**config.mk**
```make
export PLATFORM = sky130hd
export DESIGN_NAME = sys_status_word
export DESIGN_NICKNAME = d
export VERILOG_FILES = /design/src/rtl/sts_pkg.sv /design/src/rtl/sts_sync.sv /design/src/rtl/sts_flags.sv /design/src/rtl/sts_divider.sv /design/src/rtl/sys_status_word.sv
export SDC_FILE = /design/constraint.sdc
export NUM_CORES = 1
export LEC_CHECK = 0
export BUFFER_PORTS_ARGS = -buffer_cell sky130_fd_sc_hd__buf_2
export CAP_MARGIN = 10
export CORE_UTILIZATION = 42
export DETAILED_ROUTE_END_ITERATION = 10
export PLACE_DENSITY = 0.72
export SLEW_MARGIN = 20
export SYNTH_ARGS = -nofsm -noshare
export SYNTH_HDL_FRONTEND = slang
export SYNTH_HIERARCHICAL = 1
export SYNTH_SLANG_ARGS = --single-unit
```
**constraint.sdc**
```tcl
create_clock -name clk -period 0.96 [get_ports clk]
set_input_delay 0.192 -clock clk [delete_from_list [all_inputs] [get_ports clk]]
set_output_delay 0.192 -clock clk [all_outputs]
set_load 0.005 [all_outputs]
```
**src/rtl/sts_pkg.sv**
```systemverilog
package sts_pkg;
    parameter int WORD_W = 32;
    parameter int DID_W  = 4;
    parameter int DIV_W  = 6;

    localparam int B_MEDIA = 0;
    localparam int B_EXTP  = 1;
    localparam int B_WAKEL = 2;
    localparam int B_WAKEF = 3;
    localparam int B_DID   = 4;
    localparam int B_CTS   = B_DID + DID_W;
    localparam int B_DSR   = B_CTS + 1;
    localparam int B_DCD   = B_DSR + 1;
    localparam int B_BUSY  = B_DCD + 1;
    localparam int B_NBAT  = B_BUSY + 1;
    localparam int B_USR   = B_NBAT + 1;
    localparam int B_PF    = B_USR + 1;
    localparam int B_COLD  = B_PF + 1;
    localparam int B_DIV   = B_COLD + 1;

    // synchronised pin bundle, system reset domain
    localparam int SYS_PINS = 6 + DID_W;

    typedef struct packed {
        logic wake_prev;
        logic wake_flag;
    } sys_flag_t;

    typedef struct packed {
        logic bat_prev;
        logic nb_flag;
        logic usr_flag;
        logic pf_flag;
        logic cold_flag;
    } por_flag_t;
endpackage

```
**src/rtl/sts_sync.sv**
```systemverilog
module sts_sync #(
    parameter int W = 1,
    parameter logic [W-1:0] RST_VAL = '0
) (
    input  logic         clk,
    input  logic         arst_n,
    input  logic [W-1:0] async_i,
    output logic [W-1:0] sync_o
);
    typedef struct packed {
        logic [W-1:0] meta;
        logic [W-1:0] stab;
    } sync_t;

    sync_t st_d, st_q;

    always_comb begin
        st_d      = st_q;
        st_d.meta = async_i;
        st_d.stab = st_q.meta;
    end

    always_ff @(posedge clk or negedge arst_n) begin
        if (!arst_n) begin
            st_q.meta <= RST_VAL;
            st_q.stab <= RST_VAL;
        end else begin
            st_q <= st_d;
        end
    end

    assign sync_o = st_q.stab;
endmodule

```
**src/rtl/sts_flags.sv**
```systemverilog
module sts_flags
    import sts_pkg::*;
(
    input  logic clk,
    input  logic por_n,
    input  logic rst_n,
    input  logic wake_s,
    input  logic bat_s,
    input  logic clr_wr,
    input  logic halt_wr,
    input  logic stdby_wr,
    input  logic rst_by_user,
    input  logic rst_by_pwrfail,
    output logic wake_flag,
    output logic nb_flag,
    output logic usr_flag,
    output logic pf_flag,
    output logic cold_flag
);
    localparam por_flag_t POR_INIT = '{bat_prev: 1'b1, nb_flag: 1'b0,
                                       usr_flag: 1'b0, pf_flag: 1'b0,
                                       cold_flag: 1'b1};

    sys_flag_t sys_d, sys_q;
    por_flag_t por_d, por_q;
    logic      wake_rise;
    logic      bat_rise;

    always_comb begin
        wake_rise       = wake_s & ~sys_q.wake_prev;
        sys_d           = sys_q;
        sys_d.wake_prev = wake_s;
        if (halt_wr || stdby_wr) sys_d.wake_flag = 1'b0;
        if (wake_rise)           sys_d.wake_flag = 1'b1;

        bat_rise       = bat_s & ~por_q.bat_prev;
        por_d          = por_q;
        por_d.bat_prev = bat_s;
        if (clr_wr) begin
            por_d.nb_flag   = 1'b0;
            por_d.usr_flag  = 1'b0;
            por_d.pf_flag   = 1'b0;
            por_d.cold_flag = 1'b0;
        end
        if (bat_rise)       por_d.nb_flag  = 1'b1;
        if (rst_by_user)    por_d.usr_flag = 1'b1;
        if (rst_by_pwrfail) por_d.pf_flag  = 1'b1;
    end

    always_ff @(posedge clk or negedge rst_n) begin
        if (!rst_n) sys_q <= '0;
        else        sys_q <= sys_d;
    end

    always_ff @(posedge clk or negedge por_n) begin
        if (!por_n) por_q <= POR_INIT;
        else        por_q <= por_d;
    end

    assign wake_flag = sys_q.wake_flag;
    assign nb_flag   = por_q.nb_flag;
    assign usr_flag  = por_q.usr_flag;
    assign pf_flag   = por_q.pf_flag;
    assign cold_flag = por_q.cold_flag;


    wake_clear_chk: assert property (@(posedge clk) disable iff (!rst_n)
        ((halt_wr || stdby_wr) && !wake_rise) |=> !wake_flag);


    set_wins_chk: assert property (@(posedge clk) disable iff (!por_n)
        (clr_wr && rst_by_user) |=> usr_flag);


    nb_hold_chk: assert property (@(posedge clk) disable iff (!por_n)
        (nb_flag && !clr_wr) |=> nb_flag);


    cold_stays_chk: assert property (@(posedge clk) disable iff (!por_n)
        !cold_flag |=> !cold_flag);
endmodule

```
**src/rtl/sts_divider.sv**
```systemverilog
module sts_divider
    import sts_pkg::*;
(
    input  logic             clk,
    input  logic             rst_n,
    input  logic             tick,
    output logic [DIV_W-1:0] field_o,
    output logic             carry_o
);
    localparam logic [DIV_W-1:0] CNT_MAX = '1;

    typedef struct packed {
        logic [DIV_W-1:0] cnt;
        logic             carry;
    } div_t;

    div_t st_d, st_q;

    always_comb begin
        st_d       = st_q;
        st_d.carry = 1'b0;
        if (tick) begin
            st_d.cnt   = st_q.cnt + 1'b1;
            st_d.carry = (st_q.cnt == CNT_MAX);
        end
    end

    always_ff @(posedge clk or negedge rst_n) begin
        if (!rst_n) st_q <= '0;
        else        st_q <= st_d;
    end

    for (genvar i = 0; i < DIV_W; i++) begin : g_rev
        assign field_o[DIV_W-1-i] = st_q.cnt[i];
    end

    assign carry_o = st_q.carry;


    div_hold_chk: assert property (@(posedge clk) disable iff (!rst_n)
        !tick |=> $stable(field_o));


    carry_wrap_chk: assert property (@(posedge clk) disable iff (!rst_n)
        carry_o |-> (field_o == '0));
endmodule

```
**src/rtl/sys_status_word.sv**
```systemverilog
module sys_status_word
    import sts_pkg::*;
(
    input  logic              clk,
    input  logic              por_n,
    input  logic              rst_n,
    input  logic              rd_sel,
    output logic [WORD_W-1:0] rd_data,
    input  logic              clr_wr,
    input  logic              halt_wr,
    input  logic              stdby_wr,
    input  logic              media_chg_pin,
    input  logic              ext_pwr_n_pin,
    input  logic              wake_pin,
    input  logic [DID_W-1:0]  lcd_data_pin,
    input  logic              cts_pin,
    input  logic              dsr_pin,
    input  logic              dcd_pin,
    input  logic              bat_chg_n_pin,
    input  logic              lcd_en,
    input  logic              uart_tx_busy,
    input  logic              rst_by_user,
    input  logic              rst_by_pwrfail,
    input  logic              tick64,
    output logic              rtc_inc
);
    typedef struct packed {
        logic [DID_W-1:0] did;
    } top_t;

    logic [SYS_PINS-1:0] pins_a, pins_s;
    logic                bat_s;
    logic                media_s, extp_n_s, wake_s, cts_s, dsr_s, dcd_s;
    logic [DID_W-1:0]    lcd_s;
    logic                wake_flag, nb_flag, usr_flag, pf_flag, cold_flag;
    logic [DIV_W-1:0]    div_field;
    logic [WORD_W-1:0]   word;
    top_t                top_d, top_q;

    assign pins_a = {lcd_data_pin, dcd_pin, dsr_pin, cts_pin,
                     wake_pin, ext_pwr_n_pin, media_chg_pin};

    sts_sync #(.W(SYS_PINS), .RST_VAL('0)) u_sync_sys (
        .clk     (clk),
        .arst_n  (rst_n),
        .async_i (pins_a),
        .sync_o  (pins_s)
    );

    sts_sync #(.W(1), .RST_VAL(1'b1)) u_sync_por (
        .clk     (clk),
        .arst_n  (por_n),
        .async_i (bat_chg_n_pin),
        .sync_o  (bat_s)
    );

    assign {lcd_s, dcd_s, dsr_s, cts_s, wake_s, extp_n_s, media_s} = pins_s;

    sts_flags u_flags (
        .clk            (clk),
        .por_n          (por_n),
        .rst_n          (rst_n),
        .wake_s         (wake_s),
        .bat_s          (bat_s),
        .clr_wr         (clr_wr),
        .halt_wr        (halt_wr),
        .stdby_wr       (stdby_wr),
        .rst_by_user    (rst_by_user),
        .rst_by_pwrfail (rst_by_pwrfail),
        .wake_flag      (wake_flag),
        .nb_flag        (nb_flag),
        .usr_flag       (usr_flag),
        .pf_flag        (pf_flag),
        .cold_flag      (cold_flag)
    );

    sts_divider u_div (
        .clk     (clk),
        .rst_n   (rst_n),
        .tick    (tick64),
        .field_o (div_field),
        .carry_o (rtc_inc)
    );

    always_comb begin
        top_d = top_q;
        if (!lcd_en) top_d.did = lcd_s;
    end

    always_ff @(posedge clk or negedge rst_n) begin
        if (!rst_n) top_q <= '0;
        else        top_q <= top_d;
    end

    always_comb begin
        word                          = '0;
        word[B_MEDIA]                 = ~media_s;
        word[B_EXTP]                  = ~extp_n_s;
        word[B_WAKEL]                 = wake_s;
        word[B_WAKEF]                 = wake_flag;
        word[B_DID +: DID_W]          = top_q.did;
        word[B_CTS]                   = cts_s;
        word[B_DSR]                   = dsr_s;
        word[B_DCD]                   = dcd_s;
        word[B_BUSY]                  = uart_tx_busy;
        word[B_NBAT]                  = nb_flag;
        word[B_USR]                   = usr_flag;
        word[B_PF]                    = pf_flag;
        word[B_COLD]                  = cold_flag;
        word[B_DIV +: DIV_W]          = div_field;
        rd_data                       = rd_sel ? word : '0;
    end


    did_hold_chk: assert property (@(posedge clk) disable iff (!rst_n)
        lcd_en |=> $stable(top_q.did));
endmodule

```
# Yosys cells after proc, flatten, opt, wreduce, memory -nomap -nowiden
# Cells that the tools add are included.
[word_totals]
elab_cells = 35
output_inout_bits = 33
regBits = 40
[classes]
n_eq_ne = 1
n_mux = 8
reduce_logical = 5
bitwise = 6
add_sub_neg = 1
[ops]
columns = ["operator", "count"]
rows = [
  ["2-to-1 mux 22 bit", 1],
  ["nonzero test 2 bit", 4],
  ["adder 6 x 1 -> 6 bit, second input constant", 1],
  ["== test 6 bit, second input constant", 1],
  ["2-to-1 mux 1 bit", 6],
  ["2-to-1 mux 4 bit", 1],
  ["NOT 1 bit", 4],
  ["AND 1 bit", 2],
  ["logical OR 1 bit", 1],
]

# Logic depth before layout (Yosys ltp)
# Gate-level depths: netlist (run 1).
[logic_depth]
ltp_word = 3
ltp_mapped = 3
mapped_depth_nobuf = 3

# Hierarchy
# The synthesis (run 1) kept the hierarchy.
[by_module_without_submodules]
columns = ["module", "area_each_um2", "seq_area_each_um2", "cells_each", "n_inst"]
rows = [
  ["sts_sync at u_sync_sys", 500.5, 500.5, 20, 1],
  ["sys_status_word", 371.6, 100.1, 43, 1],
  ["sts_divider", 282.8, 175.2, 21, 1],
  ["sts_flags", 239.0, 177.7, 16, 1],
  ["sts_sync at u_sync_por", 52.6, 52.6, 2, 1],
]

# Worst setup path before layout (run 1)
# OpenSTA, ideal clock, no wires.
[synth_timing]
kind = "reg2reg"
start = "reg u_div.st_q (netlist bit u_div/field_o[4])"
end = "reg u_div.st_q (netlist bit u_div/field_o[4])"
setup_ns = 0.125
path_stages_with_launch = 3
period_less_slack_ns = 1.038
required_ns = 0.835
n_path_buf = 0
slack_ns = -0.078
arrival_ns = 0.914
cell_sequence = "dfrtp_1 -> ha_1 -> mux2_2"
[synth_via]
elab_chain_cells = 1
[synth_rtl]
columns = ["element", "line_no", "rtl"]
rows = [
  ["start, declared", "sts_divider.sv:17", "div_t st_d, st_q;"],
  ["start signal, assigned", "sts_divider.sv:30", "else st_q <= st_d;"],
  ["adder 6 x 1 -> 6 bit", "sts_divider.sv:23", "st_d.cnt = st_q.cnt + 1'b1;"],
]
# No other way between the ends.
# A chain may end at the register's enable or synchronous reset.

# Final worst setup path (run 1)
[layout_timing]
start = "reg u_div.st_q (netlist bit u_div/field_o[4])"
end = "out rd_data[20]"
[layout_via]
elab_chain_cells = 1
[layout_rtl]
columns = ["element", "line_no", "rtl"]
rows = [
  ["2-to-1 mux 22 bit", "sys_status_word.sv:111", "rd_data = rd_sel ? word : '0;"],
  ["end, declared", "sys_status_word.sv:8", "output logic [WORD_W-1:0] rd_data,"],
]
# No other way between the ends.

==> flow_summary.yaml, run 1 <==
worst_setup_path:
  rr_worst_depth: 3
  cp.buffers_inverters: 2
  cpMostUsedCell: "buf_6"
  critPathArrivalTime_ns: 1.10
  cp.depth: 3
  reg2reg_to: "u_div/field_o[4]"
  crit_path_max_fanout: 2
  reg2reg_from: "u_div/field_o[4]"
  cp_top_family: "flip-flops"
  rrSetupSlack_ns: -0.17
  slowest_delay_ns: 0.42
  cp-end-kind: "output port"
  required_ns: 0.77
  cp-start-kind: "flop"
  cp_slowest_cell: "dfrtp_1"
  setup.worst_path.class: "reg -> out"
  path_cells: "buf_6 -> and2_4 -> buf_6"
routing:
  wire_per_inst_um: 12.2
  vias_per_cell: 4.28
  vias: 1006
  ant_nets: 0
  firstDrtPassIters: 4
  drt-total-wl_mm: 2.87
  drtIter0Drc: 12
  drc: 0
floorplanning:
  die_w_um: 60.7
  dieArea_um2: 3680
  start_util: 0.459
  num_rows: 20
  fp.dieH_um: 60.7
  io_pins: 56
  fp.coreArea_um2: 3150
finish:
  drive_gt1_frac: 0.492
  area_growth_pct: 51.6
  final_cell_mix: "buf_2 (39), dfrtp_1 (36), buf_4 (21)"
  layout.nets: 214
  final_cells: 235
  n_antenna_cell: 0
  layout_commonest_cell: "buf_2"
clocking:
  cts_root_buf: "clkbuf_4"
  cts_buffers: 5
  clk_pin_slew_ns: 0.12
  cts_buffer_depth: 2
  htreeDepth: 2
  cts.sinks: 40
  cts_tree: "done"
  worstSkewPairLatency_ns: 0.33
sta:
  clock_skew_ns: 0.0140
  fin_tns_setup_ns: -5.22
  rsz0062_at_grt: "yes"
  maxSlewViolCount: 0
  final.period_utilization: 1.35
  hold_viol_final: 0
  fin_crit_ns: 1.29
  setup_viol: 27
  clock.fmax_mhz: 773
  worst_slack_ns: -0.334
synthesis:
  yosysSeqAreaShare: 0.696
  ys_ff_latch: 40
  syn_area_um2: 1450
  syn-mean-instance-area_um2: 14.2
  synth_cell_types: 21
  yosys_warnings: 6
  syn-instance-count: 102
power_and_ir_drop:
  power.density_nw_per_um2: 2060
  p_leak_nw: 1.11
  max-vdd-ir-drop_mv: 1.22
placement:
  place_hpwl_mm: 1.71
  gp_congestion: 0.747
  io_buffers: 45
  dp_cells: 193
  post-place-ws_ns: -0.0897
global_route:
  antenna_found_initial: 0
  track_usage: 0.165
  grt_pass1_wl_mm: 4.19
  grt_max_degree: 34
  gr-total-overflow: 0
  grt_pass1_vias: 1000
hold_path:
  min_path_cells: 2
  hold_start: "halt_wr"
  hp-class: "in -> reg"
  holdPathEnd: "u_flags/wake_flag"
flow_run:
  cap_violations: 0
run_status:
  violations: "setup timing"
  status: "finished with violations"
==> cell type report <==
class / count / area [µm²]
multi-input combinational: 55 / 424
inverter: 4 / 15.0
fill: 248 / 960
clock inverter: 3 / 42.5
sequential: 40 / 1010
clock buffer: 5 / 37.5
timing repair buffer: 84 / 613
tap: 44 / 55.1
==> metal layers <==
metal | global-route usage | vias up | routed length, µm
li1 | - | 476 | -
met1 | 0.186 | 486 | 1120
met2 | 0.292 | 44 | 1600
met3 | 0.0576 | 0 | 147
met4 | 0.0552 | 0 | 0
met5 | 0 | - | 0
==> cell usage after synthesis (all sizes together) <==
| library cell | instances | share of area |
|---|---|---|
| inv | 4 | 0.010 |
| mux2 | 5 | 0.039 |
| o32ai | 1 | 0.011 |
| and2 | 20 | 0.087 |
| xnor2 | 3 | 0.018 |
| conb | 1 | 0.0026 |
| nand2 | 3 | 0.0078 |
| a21o | 2 | 0.010 |
| dfstp | 4 | 0.073 |
| xor2 | 2 | 0.012 |
| dfrtp | 36 | 0.62 |
| a22o | 1 | 0.0061 |
| nor2b | 3 | 0.013 |
| nor2 | 2 | 0.0069 |
| ha | 1 | 0.0086 |
| nand4 | 2 | 0.013 |
| buf | 12 | 0.059 |
==> flip-flops by register name, summed over array words and instances, names as in the netlist <==
| register | count |
|---|---|
| u_flags/nb_flag | 1 |
| u_sync_por/st_d | 1 |
| u_flags/cold_flag | 1 |
| top_q | 4 |
| u_div/carry_o | 1 |
| u_sync_sys/sync_o | 10 |
| u_flags/wake_flag | 1 |
| u_sync_sys/st_d | 10 |
| u_sync_por/sync_o | 1 |
| u_flags/sys_q | 1 |
| u_div/field_o | 6 |
| u_flags/usr_flag | 1 |
| u_flags/por_q | 1 |
| u_flags/pf_flag | 1 |
==> how the worst max path moves through the flow <==
| stage | slack (ns) | endpoint | from |
|---|---|---|---|
| after floorplan | -0.08 | u_div/field_o[4] | u_div/field_o[4] |
| after detailed placement | -0.09 | u_div/field_o[4] | u_div/field_o[4] |
| after global placement | -0.05 | u_div/field_o[4] | u_div/field_o[4] |
| final | -0.33 | rd_data[20] | u_div/field_o[4] |
| after CTS | -0.36 | rd_data[20] | u_div/field_o[4] |
| after global routing | -0.40 | rd_data[20] | u_div/field_o[4] |
==> through the flow <==
stage | hold slack [ns] | instance area, µm² | utilization | total power (W)
after floorplan | -0.104 | 1480 | - | 0.00244
final | 0.0509 | 2190 | 0.696 | 0.00452
after CTS | 0.0164 | 2060 | 0.653 | 0.00423
after detailed placement | 0.0259 | 1730 | 0.547 | 0.00277
after global routing | 0.0144 | 2190 | 0.696 | 0.00477
after global placement | 0.0222 | 1730 | 0.547 | 0.00271
==> what timing repair did <==
action                     4_1_cts  5_1_grt
gates cloned                     0        0
setup endpoints to repair       25       28
hold buffers                    14        1
resized for setup                5       15
buffers inserted                12       10
pin swaps                       24        5
hold endpoints to repair        52        1
==> kinds of logic (layout without fill, tap and decap cells) <==
kind of cell | after synthesis | in the layout | share of synthesized area
fa+ha+maj | 1 | 1 | 0.00865
other cells | 1 | 10 | 0.00259
flops | 40 | 40 | 0.695
xor+xnor | 5 | 5 | 0.0303
simple gates | 30 | 30 | 0.127
buf+inv | 16 | 96 | 0.0692
mux | 5 | 5 | 0.0389
compound gates | 4 | 4 | 0.0277
==> where the power goes <==
group	switching, W	total (W)	leakage [nW]	internal, W
sequential	0.000112	0.00201	0.466	0.00190
clock	0.000530	0.00107	0.0412	0.000543
combinational	0.000536	0.00143	0.600	0.000892
No activity file was read; power rests on OpenSTA's default activity.
==> run 2, diff against run 1 <==
- SYNTH_HIERARCHICAL: 1 -> default
==> flow_summary.yaml, run 2 <==
global_route:
  grt_pass1_wl_mm: 4.13
  antenna_found_initial: 0
  track_usage: 0.165
  gr-total-overflow: 0
  grt_max_degree: 34
  grt_pass1_vias: 950
worst_setup_path:
  slowest_delay_ns: 0.42
  setup.worst_path.class: "reg -> out"
  crit_path_max_fanout: 2
  path_cells: "buf_6 -> and2_4 -> buf_6"
  cpMostUsedCell: "buf_6"
  critPathArrivalTime_ns: 1.14
  cp-end-kind: "output port"
  cp_top_family: "flip-flops"
  cp-start-kind: "flop"
  rrSetupSlack_ns: -0.30
  required_ns: 0.77
  cp.buffers_inverters: 2
  cp_slowest_cell: "dfrtp_1"
synthesis:
  synth_cell_types: 20
  syn_area_um2: 1440
  yosys.area.top_type: "dfrtp_1"
  ys.flop_type: "dfrtp_1"
  yosysMostFrequentCell: "dfrtp_1"
  synth_xor_xnor_area_share: 0.0305
  syn-mean-instance-area_um2: 13.9
  synth_top_family_by_area: "simple AND/OR/NAND/NOR gates"
  yosysTopAreaCellShare: 0.627
  synth_edf_count: 0
  yosys_warnings: 0
  syn-instance-count: 103
  synth_fa_ha_area_frac: 0.00871
  yosys-top-cells-area: "dfrtp_1 (63%), and2_1 (8.7%), dfstp_2 (7.3%)"
  yosysSeqAreaShare: 0.700
  synth_compound_area_frac: 0.0200
  synthArstFlopShare: 1.00
  ys_ff_latch: 40
  muxShareOfSynthArea: 0.0392
  ys_top_cells_by_count: "dfrtp_1 (36), and2_1 (20), buf_4 (10)"
  yosys.area_share.simple: 0.133
sta:
  clock.fmax_mhz: 753
  worst_slack_ns: -0.367
  setup_viol: 29
  fin_crit_ns: 1.33
  final.period_utilization: 1.38
  maxSlewViolCount: 0
  hold_viol_final: 0
  holdWs_ns: 0.0185
  clock_skew_ns: 0.0170
  rsz0062_at_grt: "yes"
finish:
  area_growth_pct: 46.3
  seq_area_um2: 1010
  final_cell_mix: "buf_2 (41), dfrtp_1 (36), and2_1 (17)"
  fillers: 244
  layout_commonest_cell: "buf_2"
  drive_gt1_frac: 0.459
  layout.nets: 208
  n_antenna_cell: 0
  multi_input_area_um2: 427
  final_cells: 229
routing:
  drtIter0Drc: 16
  vias_per_cell: 4.26
  wl_met1_mm: 1.09
  wl_met2_mm: 1.50
  drc: 0
  top_layer_used: "met4"
  wire_per_inst_um: 12.2
  ant_nets: 0
  met3_length_um: 140
  vias: 975
  firstDrtPassIters: 4
  drt-total-wl_mm: 2.80
run_status:
  status: "finished with violations"
  violations: "setup timing"
floorplanning:
  num_rows: 20
  io_pins: 56
  start_util: 0.456
  dieArea_um2: 3660
  fp.dieH_um: 60.5
  die_w_um: 60.5
  fp.coreArea_um2: 3150
clocking:
  cts_root_buf: "clkbuf_4"
  worstSkewPairLatency_ns: 0.34
  clk_pin_slew_ns: 0.11
  cts_buffer_depth: 2
  cts.sinks: 40
  htreeDepth: 2
  cts_tree: "done"
  cts_buffers: 5
placement:
  dp_cells: 192
  post-place-ws_ns: -0.0752
  gp_congestion: 0.636
  place_hpwl_mm: 1.64
  io_buffers: 45
flow_run:
  cap_violations: 0
hold_path:
  hp-class: "in -> reg"
power_and_ir_drop:
  clkPwrFrac: 0.182
  power.density_nw_per_um2: 2040
  p_sw_frac: 0.275
  max-vdd-ir-drop_mv: 1.58
  seqPwrFrac: 0.467
  p_sw_w: 0.00118
  p_int_w: 0.00311
  power_frac_comb: 0.351
  p_leak_nw: 1.06
-- run 2: power groups by stage --
stage | Clock [W] | Combinational (W) | Sequential (W)
after floorplan | 0 | 0.000364 | 0.00207
after global placement | 0 | 0.000633 | 0.00207
after detailed placement | 0 | 0.000657 | 0.00209
after CTS | 0.000799 | 0.00120 | 0.00200
after global routing | 0.000892 | 0.00161 | 0.00202
final | 0.000782 | 0.00150 | 0.00200
-- run 2: path summary, 6_finish.rpt --
| path | from | endpoint | cells past startpoint |
|---|---|---|---|
| setup reg to reg | u_div.field_o[4] | u_div.field_o[4] | 4 |
| hold reg to reg | u_sync_sys.st_d[3] | u_sync_sys.sync_o[3] | 0 |
| max in group asynchronous | rst_n | u_sync_sys.sync_o[4] | 3 |
| setup / recovery | u_div.field_o[5] | rd_data[21] | 3 |
| min in group asynchronous | por_n | u_flags.nb_flag | 2 |
| hold / removal | rst_by_pwrfail | u_flags.pf_flag | 2 |
-- run 2: worst reg2reg max path: cells and delay by family (launching register included) --
family                   cells  cell delay [ns]
multiplexers                 1             0.25
buffers and inverters        2             0.27
adder cells (fa/ha/maj)      1             0.23
flip-flops                   1             0.41
-- run 2: routing by layer --
layer | track usage | vias up
met5 | 0 | -
met4 | 0.0974 | 0
met3 | 0.0469 | 7
met2 | 0.270 | 40
met1 | 0.194 | 466
li1 | - | 462
-- run 2: final cells by class --
type	instances	area share
sequential	40	0.479
tap	44	0.0262
timing repair buffer	77	0.263
multi-input combinational	57	0.203
clock buffer	8	0.0232
inverter	3	0.00536
-- run 2: kinds of logic after synthesis --
family / after synthesis
compound gates: 4
simple gates: 32
other cells: 1
flops: 40
buf+inv: 15
mux: 5
fa+ha+maj: 1
xor+xnor: 5
-- run 2: metrics by stage --
stage / instance area (µm²) / TNS [ns] / power [W] / util
after global placement: 1700 / -0.0487 / 0.00270 / 0.540
final: 2100 / -6.14 / 0.00429 / 0.666
after CTS: 2010 / -5.38 / 0.00399 / 0.638
after floorplan: 1470 / -0.0780 / 0.00243 / -
after detailed placement: 1700 / -0.0838 / 0.00274 / 0.540
after global routing: 2100 / -7.39 / 0.00452 / 0.666
-- run 2: repair_timing --
item	in CTS	in global routing
endpoints found under the setup margin	24	29
resized for setup	8	12
buffers inserted	10	5
hold buffers	14	0
hold endpoints to repair	52	0
pin swaps	5	5
==> run 3, diff against run 2 <==
- HOLD_SLACK_MARGIN: default -> 0.12
- SLEW_MARGIN: 20 -> default
==> flow_summary.yaml, run 3 (synthesis results as in run 2) <==
run_status:
  status: "finished with violations"
  violations: "setup timing"
placement:
  dpl_cell_area_um2: 1700
  gp_congestion: 0.636
  io_buffers: 45
  place_hpwl_mm: 1.64
routing:
  vias: 987
  wire_per_inst_um: 12.6
  vias_per_cell: 4.24
  drt-total-wl_mm: 2.94
  ant_nets: 0
  firstDrtPassIters: 4
  drc: 0
  drtIter0Drc: 16
worst_setup_path:
  critPathLaunch: "u_div.field_o[4]"
  cp-start-kind: "flop"
  critPathArrivalTime_ns: 1.13
  slowest_delay_ns: 0.42
  cp_slowest_cell: "dfrtp_1"
  cp.buffers_inverters: 2
  reg2reg_to: "u_div.field_o[4]"
  rrSetupSlack_ns: -0.32
  required_ns: 0.77
  crit_path_max_fanout: 2
  cpMostUsedCell: "buf_6"
  cp_top_family: "flip-flops"
  path_cells: "buf_6 -> and2_4 -> buf_6"
  cp-end-kind: "output port"
  rr_worst_depth: 4
  setup.worst_path.class: "reg -> out"
  reg2reg_from: "u_div.field_o[4]"
clocking:
  cts_tree: "done"
  cts_buffers: 5
  cts.sinks: 40
  htreeDepth: 2
  cts_root_buf: "clkbuf_4"
  clk_pin_slew_ns: 0.12
  worstSkewPairLatency_ns: 0.34
  cts_buffer_depth: 2
global_route:
  track_usage: 0.170
  grt_pass1_vias: 993
  antenna_found_initial: 0
  grt_max_degree: 34
  grt_pass1_wl_mm: 4.27
  gr-total-overflow: 0
finish:
  fillers: 236
  drive_gt1_frac: 0.450
  n_antenna_cell: 0
  postLayoutCellArea_um2: 2140
  area_growth_pct: 49.0
  final_cell_mix: "buf_2 (41), dfrtp_1 (36), dlygate4sd3_1 (18)"
  layout.nets: 212
  layout_commonest_cell: "buf_2"
floorplanning:
  fp.dieH_um: 60.5
  die_w_um: 60.5
  num_rows: 20
  io_pins: 56
  dieArea_um2: 3660
  fp.coreArea_um2: 3150
  start_util: 0.456
flow_run:
  cap_violations: 0
sta:
  hold_viol_final: 0
  worst_slack_ns: -0.364
  fin_crit_ns: 1.32
  final.period_utilization: 1.38
  rsz0062_at_grt: "yes"
  clock.fmax_mhz: 755
  maxSlewViolCount: 0
  clock_skew_ns: 0.0214
  setup_viol: 29
power_and_ir_drop:
  max-vdd-ir-drop_mv: 1.78
  p_leak_nw: 1.08
  power.total_w: 0.00434
  power.density_nw_per_um2: 2030
hold_path:
  hold_start: "lcd_en"
  min_path_cells: 2
  holdPathEnd: "top_q[3]"
  hp-class: "in -> reg"
==> run 3: cell count changes in the layout (fill, tap and decap cells not counted), sizes merged <==
| cell | previous run | this run |
|---|---|---|
| dlygate4sd3 | 14 | 18 |
==> run 3: report_power, final <==
| group | leakage, nW | switching (W) | total, W | internal [W] |
|---|---|---|---|---|
| Sequential | 0.466 | 0.000101 | 0.00200 | 0.00190 |
| Combinational | 0.588 | 0.000609 | 0.00155 | 0.000938 |
| Clock | 0.0265 | 0.000496 | 0.000788 | 0.000292 |
==> run 3: repair_timing <==
action / in CTS / in global routing
endpoints found under the hold margin: 55 / 0
resized for setup: 8 / 12
buffers inserted: 10 / 5
gates cloned: 0 / 0
hold buffers: 18 / 0
pin swaps: 5 / 5
setup endpoints to repair: 24 / 29
==> run 3: through the flow <==
stage / TNS, ns / worst slack (ns) / hold WS (ns) / util / instances
3_3_place_gp: -0.0487 / -0.0487 / 0.0219 / 0.540 / 192
5_1_grt: -7.52 / -0.398 / 0.149 / 0.679 / 233
3_5_place_dp: -0.0838 / -0.0752 / 0.0300 / 0.540 / 192
4_1_cts: -5.38 / -0.352 / 0.125 / 0.651 / 228
2_1_floorplan: -0.0780 / -0.0780 / -0.104 / - / 112
6_report: -6.17 / -0.364 / 0.165 / 0.679 / 233
==> run 3: layer usage <==
| metal | global-route usage | share of wire |
|---|---|---|
| met2 | 0.284 | 0.54 |
| met1 | 0.189 | 0.38 |
| met5 | 0 | 0 |
| met4 | 0.114 | 0.022 |
| met3 | 0.0512 | 0.051 |
==> run 3: how the worst max path moves through the flow <==
stage | end | cells past startpoint
CTS | rd_data[20] | 3
global placement | u_div.field_o[4] | 2
floorplan | u_div.field_o[4] | 2
finish | rd_data[20] | 3
detailed placement | u_div.field_o[4] | 2
global route | rd_data[20] | 3
==> run 3: final cells by class <==
class	count	area, µm²	share of cell area
Clock buffer	8	48.8	0.0228
Timing Repair Buffer	81	593	0.277
Multi-Input combinational cell	57	427	0.199
Inverter	3	11.3	0.00526
Tap cell	44	55.1	0.0257
Sequential cell	40	1010	0.470
